### src/rtl/dma_pkg.sv
package dma_pkg;
  typedef enum logic [1:0] {
    XM_STEAL  = 2'b00,
    XM_BURST  = 2'b01,
    XM_IDLEGO = 2'b10,
    XM_ALT    = 2'b11
  } xfer_mode_e;

  typedef enum logic [2:0] {
    ST_IDLE,
    ST_REQ,
    ST_WAIT,
    ST_RD,
    ST_WR,
    ST_REL
  } eng_state_e;
endpackage

### src/rtl/dma_chan_slot.sv
module dma_chan_slot
  import dma_pkg::*;
#(
  parameter int AW = 16,
  parameter int CW = 16
) (
  input  logic          clk,
  input  logic          rst_n,
  input  logic          load,
  input  logic [AW-1:0] ld_src,
  input  logic [AW-1:0] ld_dst,
  input  logic [CW-1:0] ld_cnt,
  input  xfer_mode_e    ld_mode,
  input  logic          step,
  output logic [AW-1:0] src,
  output logic [AW-1:0] dst,
  output xfer_mode_e    mode,
  output logic          armed,
  output logic          done,
  output logic          last
);
  logic [CW-1:0] cnt;

  assign last = (cnt == CW'(1));

  always_ff @(posedge clk or negedge rst_n) begin
    if (!rst_n) begin
      src   <= '0;
      dst   <= '0;
      cnt   <= '0;
      mode  <= XM_STEAL;
      armed <= 1'b0;
      done  <= 1'b0;
    end else if (load) begin
      src   <= ld_src;
      dst   <= ld_dst;
      cnt   <= ld_cnt;
      mode  <= ld_mode;
      armed <= (ld_cnt != '0);
      done  <= 1'b0;
    end else if (step) begin
      src <= src + AW'(1);
      dst <= dst + AW'(1);
      cnt <= cnt - CW'(1);
      if (last) begin
        armed <= 1'b0;
        done  <= 1'b1;
      end
    end
  end
endmodule

### src/rtl/dma_prio_pick.sv
module dma_prio_pick #(
  parameter int NCH = 4,
  localparam int IW = (NCH > 1) ? $clog2(NCH) : 1
) (
  input  logic [NCH-1:0] req,
  output logic           any,
  output logic [IW-1:0]  idx
);
  always_comb begin
    any = |req;
    idx = '0;
    for (int i = NCH - 1; i >= 0; i--) begin
      if (req[i]) idx = IW'(i);
    end
  end
endmodule

### src/rtl/dma_engine.sv
module dma_engine
  import dma_pkg::*;
#(
  parameter int NCH = 4,
  parameter int AW  = 16,
  parameter int DW  = 8,
  localparam int IW = (NCH > 1) ? $clog2(NCH) : 1
) (
  input  logic          clk,
  input  logic          rst_n,
  input  logic          pend_any,
  input  logic [IW-1:0] pend_idx,
  input  xfer_mode_e    cur_mode,
  input  logic          cur_last,
  input  logic [AW-1:0] cur_src,
  input  logic [AW-1:0] cur_dst,
  input  logic          hold_ack,
  input  logic          cpu_idle,
  input  logic [DW-1:0] rdata,
  output logic          hold_req,
  output logic          busy,
  output logic [IW-1:0] cur_chan,
  output logic          step,
  output logic          term,
  output logic [AW-1:0] addr,
  output logic [DW-1:0] wdata,
  output logic          rd_en,
  output logic          wr_en,
  output logic          drive
);
  eng_state_e    state;
  logic [DW-1:0] hold_data;

  always_ff @(posedge clk or negedge rst_n) begin
    if (!rst_n) begin
      state     <= ST_IDLE;
      cur_chan  <= '0;
      hold_data <= '0;
    end else begin
      case (state)
        ST_IDLE: if (pend_any) begin
          cur_chan <= pend_idx;
          state    <= ST_REQ;
        end
        ST_REQ: if (hold_ack) begin
          state <= (cur_mode == XM_IDLEGO && !cpu_idle) ? ST_WAIT : ST_RD;
        end
        ST_WAIT: if (cpu_idle) state <= ST_RD;
        ST_RD: begin
          hold_data <= rdata;
          state     <= ST_WR;
        end
        ST_WR: begin
          if (cur_last) state <= ST_REL;
          else begin
            case (cur_mode)
              XM_BURST:  state <= ST_RD;
              XM_IDLEGO: state <= ST_WAIT;
              default:   state <= ST_REL;
            endcase
          end
        end
        ST_REL: if (!hold_ack) state <= ST_IDLE;
        default: state <= ST_IDLE;
      endcase
    end
  end

  always_comb begin
    hold_req = (state == ST_REQ) || (state == ST_WAIT) ||
               (state == ST_RD)  || (state == ST_WR);
    busy  = (state != ST_IDLE);
    rd_en = (state == ST_RD);
    wr_en = (state == ST_WR);
    drive = rd_en || wr_en;
    step  = wr_en;
    term  = wr_en && cur_last;
    addr  = rd_en ? cur_src : (wr_en ? cur_dst : '0);
    wdata = wr_en ? hold_data : '0;
  end
endmodule

### src/rtl/dma_ctrl.sv
module dma_ctrl
  import dma_pkg::*;
#(
  parameter int NCH = 4,
  parameter int AW  = 16,
  parameter int DW  = 8,
  parameter int CW  = 16,
  localparam int IW = (NCH > 1) ? $clog2(NCH) : 1
) (
  input  logic           clk,
  input  logic           rst_n,
  input  logic           cfg_valid,
  output logic           cfg_ready,
  input  logic [IW-1:0]  cfg_chan,
  input  logic [AW-1:0]  cfg_src,
  input  logic [AW-1:0]  cfg_dst,
  input  logic [CW-1:0]  cfg_count,
  input  logic [1:0]     cfg_mode,
  output logic           hold_req,
  input  logic           hold_ack,
  input  logic           cpu_idle,
  output logic [AW-1:0]  bus_addr,
  output logic [DW-1:0]  bus_wdata,
  input  logic [DW-1:0]  bus_rdata,
  output logic           bus_rd,
  output logic           bus_wr,
  output logic           bus_drive,
  output logic [NCH-1:0] chan_done,
  output logic [NCH-1:0] tc_irq
);
  logic [AW-1:0] slot_src [NCH];
  logic [AW-1:0] slot_dst [NCH];
  xfer_mode_e    slot_mode [NCH];
  logic [NCH-1:0] slot_armed, slot_last;
  logic          pend_any, eng_busy, eng_step, eng_term;
  logic [IW-1:0] pend_idx, cur_chan;
  xfer_mode_e    cur_mode;
  logic          cfg_take;

  assign cfg_ready = !(eng_busy && (cfg_chan == cur_chan));
  assign cfg_take  = cfg_valid && cfg_ready;
  assign cur_mode  = slot_mode[cur_chan];

  for (genvar g = 0; g < NCH; g++) begin : g_slot
    dma_chan_slot #(.AW(AW), .CW(CW)) u_slot (
      .clk    (clk),
      .rst_n  (rst_n),
      .load   (cfg_take && (cfg_chan == IW'(g))),
      .ld_src (cfg_src),
      .ld_dst (cfg_dst),
      .ld_cnt (cfg_count),
      .ld_mode(xfer_mode_e'(cfg_mode)),
      .step   (eng_step && (cur_chan == IW'(g))),
      .src    (slot_src[g]),
      .dst    (slot_dst[g]),
      .mode   (slot_mode[g]),
      .armed  (slot_armed[g]),
      .done   (chan_done[g]),
      .last   (slot_last[g])
    );
  end

  dma_prio_pick #(.NCH(NCH)) u_pick (
    .req(slot_armed),
    .any(pend_any),
    .idx(pend_idx)
  );

  dma_engine #(.NCH(NCH), .AW(AW), .DW(DW)) u_eng (
    .clk     (clk),
    .rst_n   (rst_n),
    .pend_any(pend_any),
    .pend_idx(pend_idx),
    .cur_mode(cur_mode),
    .cur_last(slot_last[cur_chan]),
    .cur_src (slot_src[cur_chan]),
    .cur_dst (slot_dst[cur_chan]),
    .hold_ack(hold_ack),
    .cpu_idle(cpu_idle),
    .rdata   (bus_rdata),
    .hold_req(hold_req),
    .busy    (eng_busy),
    .cur_chan(cur_chan),
    .step    (eng_step),
    .term    (eng_term),
    .addr    (bus_addr),
    .wdata   (bus_wdata),
    .rd_en   (bus_rd),
    .wr_en   (bus_wr),
    .drive   (bus_drive)
  );

  always_ff @(posedge clk or negedge rst_n) begin
    if (!rst_n) tc_irq <= '0;
    else begin
      tc_irq <= '0;
      if (eng_term) tc_irq[cur_chan] <= 1'b1;
    end
  end
endmodule

### config.mk
export PLATFORM = sky130hd
export DESIGN_NAME = dma_ctrl
export DESIGN_NICKNAME = d
export VERILOG_FILES = /design/src/rtl/dma_pkg.sv /design/src/rtl/dma_chan_slot.sv /design/src/rtl/dma_prio_pick.sv /design/src/rtl/dma_engine.sv /design/src/rtl/dma_ctrl.sv
export SDC_FILE = /design/constraint.sdc
export NUM_CORES = 1
export LEC_CHECK = 0
export ABC_AREA = 1
export BUFFER_PORTS_ARGS = -buffer_cell sky130_fd_sc_hd__buf_4
export CAP_MARGIN = 20
export CORE_MARGIN = 1.5
export CORE_UTILIZATION = 55
export DETAILED_ROUTE_END_ITERATION = 10
export PLACE_DENSITY = 0.76
export SLEW_MARGIN = 20
export SYNTH_ARGS = -nofsm -noshare
export SYNTH_HDL_FRONTEND = slang
export SYNTH_SLANG_ARGS = --single-unit
### constraint.sdc
create_clock -name clk -period 3.3 [get_ports clk]
set_clock_uncertainty 0.2 [all_clocks]
set_input_delay 0.495 -clock clk [delete_from_list [all_inputs] [get_ports clk]]
set_output_delay 0.495 -clock clk [all_outputs]
set_load 0.02 [all_outputs]
Yosys cells after proc, flatten, opt, wreduce, memory -nomap -nowiden
Index checks and enable logic that the tools add are counted.

word-level totals
  register bits after elaboration = 225
  latch bits = 0
  bits in writable memories = 0
  bits in read-only memories = 0
  output and inout bits = 37
  memories = 0

cells by class
  add/subtract/negate cells = 12
  $mul = 0
  divide/modulo/power cells = 0
  magnitude comparators = 3
  eq/ne operators = 22
  shift operators = 0
  multiplexer cells = 77
  bitwise operators = 1
  reduce and logical (&&, ||, !) cells = 39

operators by type and width
  kind                                                                   number
  16-bit two-way mux                                                     30
  16-bit by 1-bit adder with 16-bit output (second input constant)       8
  16-bit binary-select mux with 2-bit select                             2
  16-bit by 1-bit == test with 1-bit output (second input constant)      4
  16-bit by 1-bit subtractor with 16-bit output (second input constant)  4
  1-bit two-way mux                                                      27
  3-bit case mux with 6 select lines                                     1
  16-bit nonzero test                                                    1
  2-bit nonzero test                                                     8
  3-bit two-way mux                                                      5
  1-bit logical AND                                                      13
  2-bit two-way mux                                                      6
  2-bit == test (second input constant)                                  5
  2-bit AND reduction                                                    5
  8-bit two-way mux                                                      1
  2-bit inequality test (second input constant)                          4
  2-bit by 1-bit == test with 1-bit output (second input constant)       3
  3-bit by 2-bit == test with 1-bit output (second input constant)       2
  3-bit == test (second input constant)                                  2
  3-bit case mux with 2 select lines                                     1
  2-bit binary-select mux with 2-bit select                              1
  2-bit zero test                                                        2
  1-bit logical OR                                                       4
  4-bit two-way mux                                                      1
  other kinds (13)                                                       14

Longest topological paths before layout
  word-level depth = 9
  depth in mapped cells = 14

Modules after synthesis
A second synthesis with hierarchy kept.

second synthesis, totals
  cells, all modules = 2167
  area total of the unflattened synthesis = 16046.6 um2

by module, submodules not included
  module         times used  cells each  area an instance (um2)
  dma_chan_slot  4           462         3490.8
  dma_ctrl       1           187         1112.3
  dma_engine     1           123         924.6
  dma_prio_pick  1           9           46.3

Least setup slack after synthesis
Ideal clock, no wire load.

  path kind = register -> output
  start point = register u_eng.cur_chan[1]
  end point = output port bus_addr[10]
  arrival = 1725 ps
  slack = 880 ps
  cell stages (with the launch flop) = 7
  path buffers = 2
  cells stage by stage = dfrtp_1 -> inv_1 -> nor2_1 -> buf_2 -> buf_1 -> a221oi_1 -> o21ai_0

on the way
  cells in the longest elaborated chain, start to end = 6
  elaborated cells between the ends (all ways) = 9
  classes of those cells = mux (8); bitwise (1)

RTL lines
  item                                                      line                            source
  start: declaration                                        dma_engine.sv:22                output logic [IW-1:0] cur_chan,
  start signal: assignment                                  dma_engine.sv:42                cur_chan <= pend_idx;
  2-bit inverter with 3-bit output (not written as such) *  dma_ctrl.sv:76, dma_ctrl.sv:77
  16-bit binary-select mux with 2-bit select                dma_ctrl.sv:77                  .cur_dst (slot_dst[cur_chan]),
  16-bit two-way mux (not written as such) (2 in series)    dma_ctrl.sv:77
  16-bit two-way mux                                        dma_engine.sv:78                addr = rd_en ? cur_src : (wr_en ? cur_dst : '0);
  16-bit two-way mux *                                      dma_engine.sv:78
  end: declaration                                          dma_ctrl.sv:22                  output logic [AW-1:0] bus_addr,

Every way passes the cells marked *; elsewhere a longest branch is shown, timed or not. The select of a mux whose other input is x is not followed.

Final worst setup path
  start point = register u_eng.cur_chan[1]
  end point = output port bus_addr[1]

Same word-level chain as after synthesis.

==> impl_results.md <==
- Register-to-Register Path Depth: 9
- I/O pins: 102
- Most Frequent Cell on Critical Path: buf_4
- Final weighted congestion in routability-driven placement: between 0.9 and 1
- Antenna viol nets, final: 0
- Root Buffer Master: clkbuf_16
- CTS clock-pin slew for the worst setup and hold paths: roughly 60 ps
- Cts hold-fix bufs: 9
- Drt first pass iters: 6
- Worst reg-to-reg setup slack: roughly 550 ps
- Post-CTS setup buffer count: 0
- Post-Synthesis Cell Area: 13960 um2
- Max-capacitance violation count: 0
- Number of global-route vias before repair: 13.27k
- Critical Path Sink Type: output pin
- Maximum number of pins on one net before global-route repair: between 100 and 150
- Core Util, Final: ~64%
- Switching part of the total: 43.65%
- Aggregate global routing overflow: 0
- Die W: approximately 160 um
- DRC Markers: 0
- Diode insertion count for antenna repair: 0
- Post-synth ARST share: 100.0%
- Data arrival time at the worst-slack endpoint: 2490 ps
- Clock Latency Late Sink: 540 ps
- Met1 wire length: 18300 um
- Number of placement rows: 58
- Critical-path cell with the highest stage delay: dfrtp_1
- Area of the die: roughly 26000 um2
- Upper clock frequency limit: around 0.31 GHz
- Largest cells by area after synthesis: dfrtp_1, nand2_1, xor2_1
- Worst Max-Slew Pin Slew: 780.9 ps
- Number of synthesis warnings: 0
- Vias per inst: slightly below 6
- Cell breakdown of the critical path: inv_1, nor2_1, buf_4, inv_2, o221ai_1, a22o_1, buf_4
- Total via count after detailed routing: 13.70k
- Setup repair after global routing missed its margin: false
- Multi-input gate area in the final layout: a little over 7000 um2
- Synth Register Bits: 225
- Sinks on the clock net: 225
- Outcome: finished, final reports clean
- Post-synth EDFFs: 0
- Type of the worst min-delay path: in2reg
- Clock power share: 21.3%
- Maximum cell stage delay along the critical path: 460 ps
- Highest ir drop seen on vdd: 0.4801 mV
- CP startpoint: u_eng.cur_chan[1]$_DFFE_PN0P_
- Share of total power in sequential cells: 37.7%
- Aggregate global-route resource usage: 35.53%
- Static Leakage: 7.305 nW
- Number of standard cells in the layout, taps in and fillers out: 2315
- Effective utilization at floorplan: 55.74%
- R2R Path End: g_slot[0].u_slot.cnt[1]$_DFFE_PN0P_
- Number of nets in the synthesized netlist: 1964
- Final wirelength: 46100 um
- Post-route total power: 14.37 mW
- Largest area contributor in the netlist: dfrtp_1
- Share of the clock period used by the worst path after layout: 96.62%
- Number of violations reported at the end of detailed-routing iteration 0: 1552
- Data required time at the worst endpoint: 2600 ps
- Share of cells above drive strength 1: 10.08%
- Topmost layer with routed signal wires: met4
- Cell area power density: 899.0 nW/um2
- Critical path capture point: bus_addr[1]
- Global-route wire length before repair: 72360 um
- Number of input and output port buffers inserted: 101
- Worst slew margin relative to its limit: 47.88%
- Total net switching power: between 6 and 7 mW
- Internal Pwr Total: just over 8 mW
- Placed cell count: 2260
- Total of fill cells in the finished design: approximately 2.2k
- Layout area overhead: 14.55%
- Final hold violations: 0
- Minimum clock period after layout: 3188 ps
- Max Buffers Root-to-Sink: 3
- Post-detailed-placement half-perimeter wirelength: 32020 um
- Mapped Avg Cell Area: 7.415 um2
- Number of gates resized after CTS: 0
- Portion of total power attributed to combinational logic: 41.0%
- Layout Nets: 2049
- Cts bufs inserted: 26
- Length of routed met3 wiring: ~4700 um
- Detail-routed net length per standard cell: 19.92 um
- Sum of negative setup slack: 0 ps
- Proportion of netlist area held by the largest area contributor: between 40% and 50%
- Met2 routed WL: just over 20000 um
- Combined flip-flop and latch cell area: approximately 5600 um2
- Number of antenna violations at the first check in global routing: 0
- Final setup fails: 0
- Origin of the critical flop-to-flop path: u_eng.cur_chan[0]$_DFFE_PN0P_
- Type of the worst setup path: reg2out
- Total number of H-tree levels: 1
- Number of instances in the synthesized netlist: 1882
- Max-slew violations: 0
- Core area: 25040 um2
- Main flop type after synthesis: dfrtp_1
- Sequential area share after synthesis: 40.34%
- Maximum fanout count along the critical path: 18
- Clock tree from TritonCTS: yes
- Distinct cells, synth: 42
- Die Height: around 160 um
- Launching element type of the critical path: flop
==> state kept, by name, indices dropped and copies added, names as in the netlist <==
name	count
g_slot.u_slot.armed	4
g_slot.u_slot.cnt	64
g_slot.u_slot.done	4
g_slot.u_slot.dst	64
g_slot.u_slot.mode	8
g_slot.u_slot.src	64
tc_irq	4
u_eng.cur_chan	2
u_eng.hold_data	8
u_eng.state	3
==> power groups by stage <==
stage               logic, mW  clock network, mW  registers, mW
global placement         5.50                  0           5.35
CTS                      5.76               3.08           5.36
floorplan                4.14                  0           5.02
detailed placement       5.69                  0           5.38
finish                   5.89               3.06           5.42
global route             6.49               3.20           5.57
==> cell families (layout without fill, tap and decap cells) <==
logic type	Yosys count	count (layout)	synth area share (%)
and+or+nand+nor	909	909	27.08
AOI/OAI and AO/OA	304	304	14.32
buffers and inverters	294	397	8.392
DFF	225	225	40.34
xor gates and xnor gates	133	133	8.347
adders and majority gates	17	17	1.524
==> layout by cell type (no fill, tap or decap), drive strengths merged <==
master       Yosys  routed
nor2           173     173
xnor2           34      34
o21ai          103     103
a221oi           2       2
nor3b            1       1
nand4           29      29
ha              17      17
nand3          121     121
or2              4       4
nor3            31      31
dlygate4sd3      0       9
clkinv           0       2
o221ai          19      19
o41ai            1       1
bufinv           0       3
o21bai           1       1
nor4             6       6
a22oi           39      39
o22ai            6       6
nand3b           2       2
a22o            12      12
nand2          542     542
clkbuf          29      41
o2bb2ai          3       3
xor2            99      99
inv            217     217
o211ai          90      90
dfrtp          225     225
o31ai            1       1
buf             48     125
o21a             1       1
a21oi           26      26
==> synth_stat cells (2+ instances only) <==
| master | n |
|---|---|
| dfrtp_1 | 225 |
| nand3b_1 | 2 |
| o211ai_1 | 90 |
| nor2_1 | 167 |
| o2bb2ai_1 | 3 |
| buf_2 | 38 |
| nor4_1 | 6 |
| o221ai_1 | 19 |
| ha_1 | 17 |
| xnor2_1 | 34 |
| or2_2 | 3 |
| nand3_1 | 120 |
| nand4_1 | 27 |
| nand4_2 | 2 |
| o22ai_1 | 6 |
| a22oi_1 | 39 |
| clkbuf_1 | 28 |
| inv_2 | 15 |
| nor2_2 | 5 |
| a221oi_1 | 2 |
| nand2_2 | 5 |
| nor3_2 | 2 |
| nand2_1 | 536 |
| inv_1 | 202 |
| a22o_1 | 12 |
| a21oi_1 | 26 |
| nor3_1 | 29 |
| buf_4 | 5 |
| xor2_1 | 99 |
| o21ai_1 | 22 |
| o21ai_0 | 81 |
| buf_1 | 5 |
==> how the worst min path moves through the flow <==
stage	startpoint	to	slack, ps	cells past startpoint
after floorplan	rst_n	g_slot[0].u_slot.armed$_DFFE_PN0P_	-0.6	0
after global placement	rst_n	u_eng.hold_data[6]$_DFFE_PN0P_	170	1
after detailed placement	rst_n	u_eng.hold_data[1]$_DFFE_PN0P_	170	1
after CTS	cfg_src[7]	g_slot[2].u_slot.src[7]$_DFFE_PN0P_	9	3
after global routing	cfg_src[7]	g_slot[0].u_slot.src[7]$_DFFE_PN0P_	30	3
final	cfg_src[7]	g_slot[2].u_slot.src[7]$_DFFE_PN0P_	10	3
==> metal layers <==
layer	track usage, %	vias to the layer above
met3	6.307	175
met1	47.72	6427
met2	55.57	770
met4	17.51	0
met5	0	-
li1	-	6330
==> area by class of cell <==
cell class                      count  area share (%)
Multi-Input combinational cell   1363           44.77
Inverter                          217           5.095
Clock buffer                       41           4.993
Clock inverter                      5          0.6261
Sequential cell                   225           35.22
Tap cell                          330           2.583
Timing Repair Buffer              134           6.715
==> per-stage QoR <==
step | instance area (um2) | hold slack [ps] | setup WS [ps]
after floorplan | 13960 | -0.5910 | 880.0
after global placement | 15000 | 166.8 | 735.5
after detailed placement | 15000 | 167.0 | 581.8
after CTS | 15990 | 9.429 | 186.9
after global routing | 15990 | 27.89 | 80.86
final | 15990 | 13.88 | 111.6
==> critical path, delay by kind of cell (launching register included) <==
kind                   cells  cell delay, ps
AO/OA/AOI/OAI              2             640
flip-flops                 1             460
AND/OR/NAND/NOR            1             150
buffers and inverters      4             690
Power figures use the tool's default switching activity.
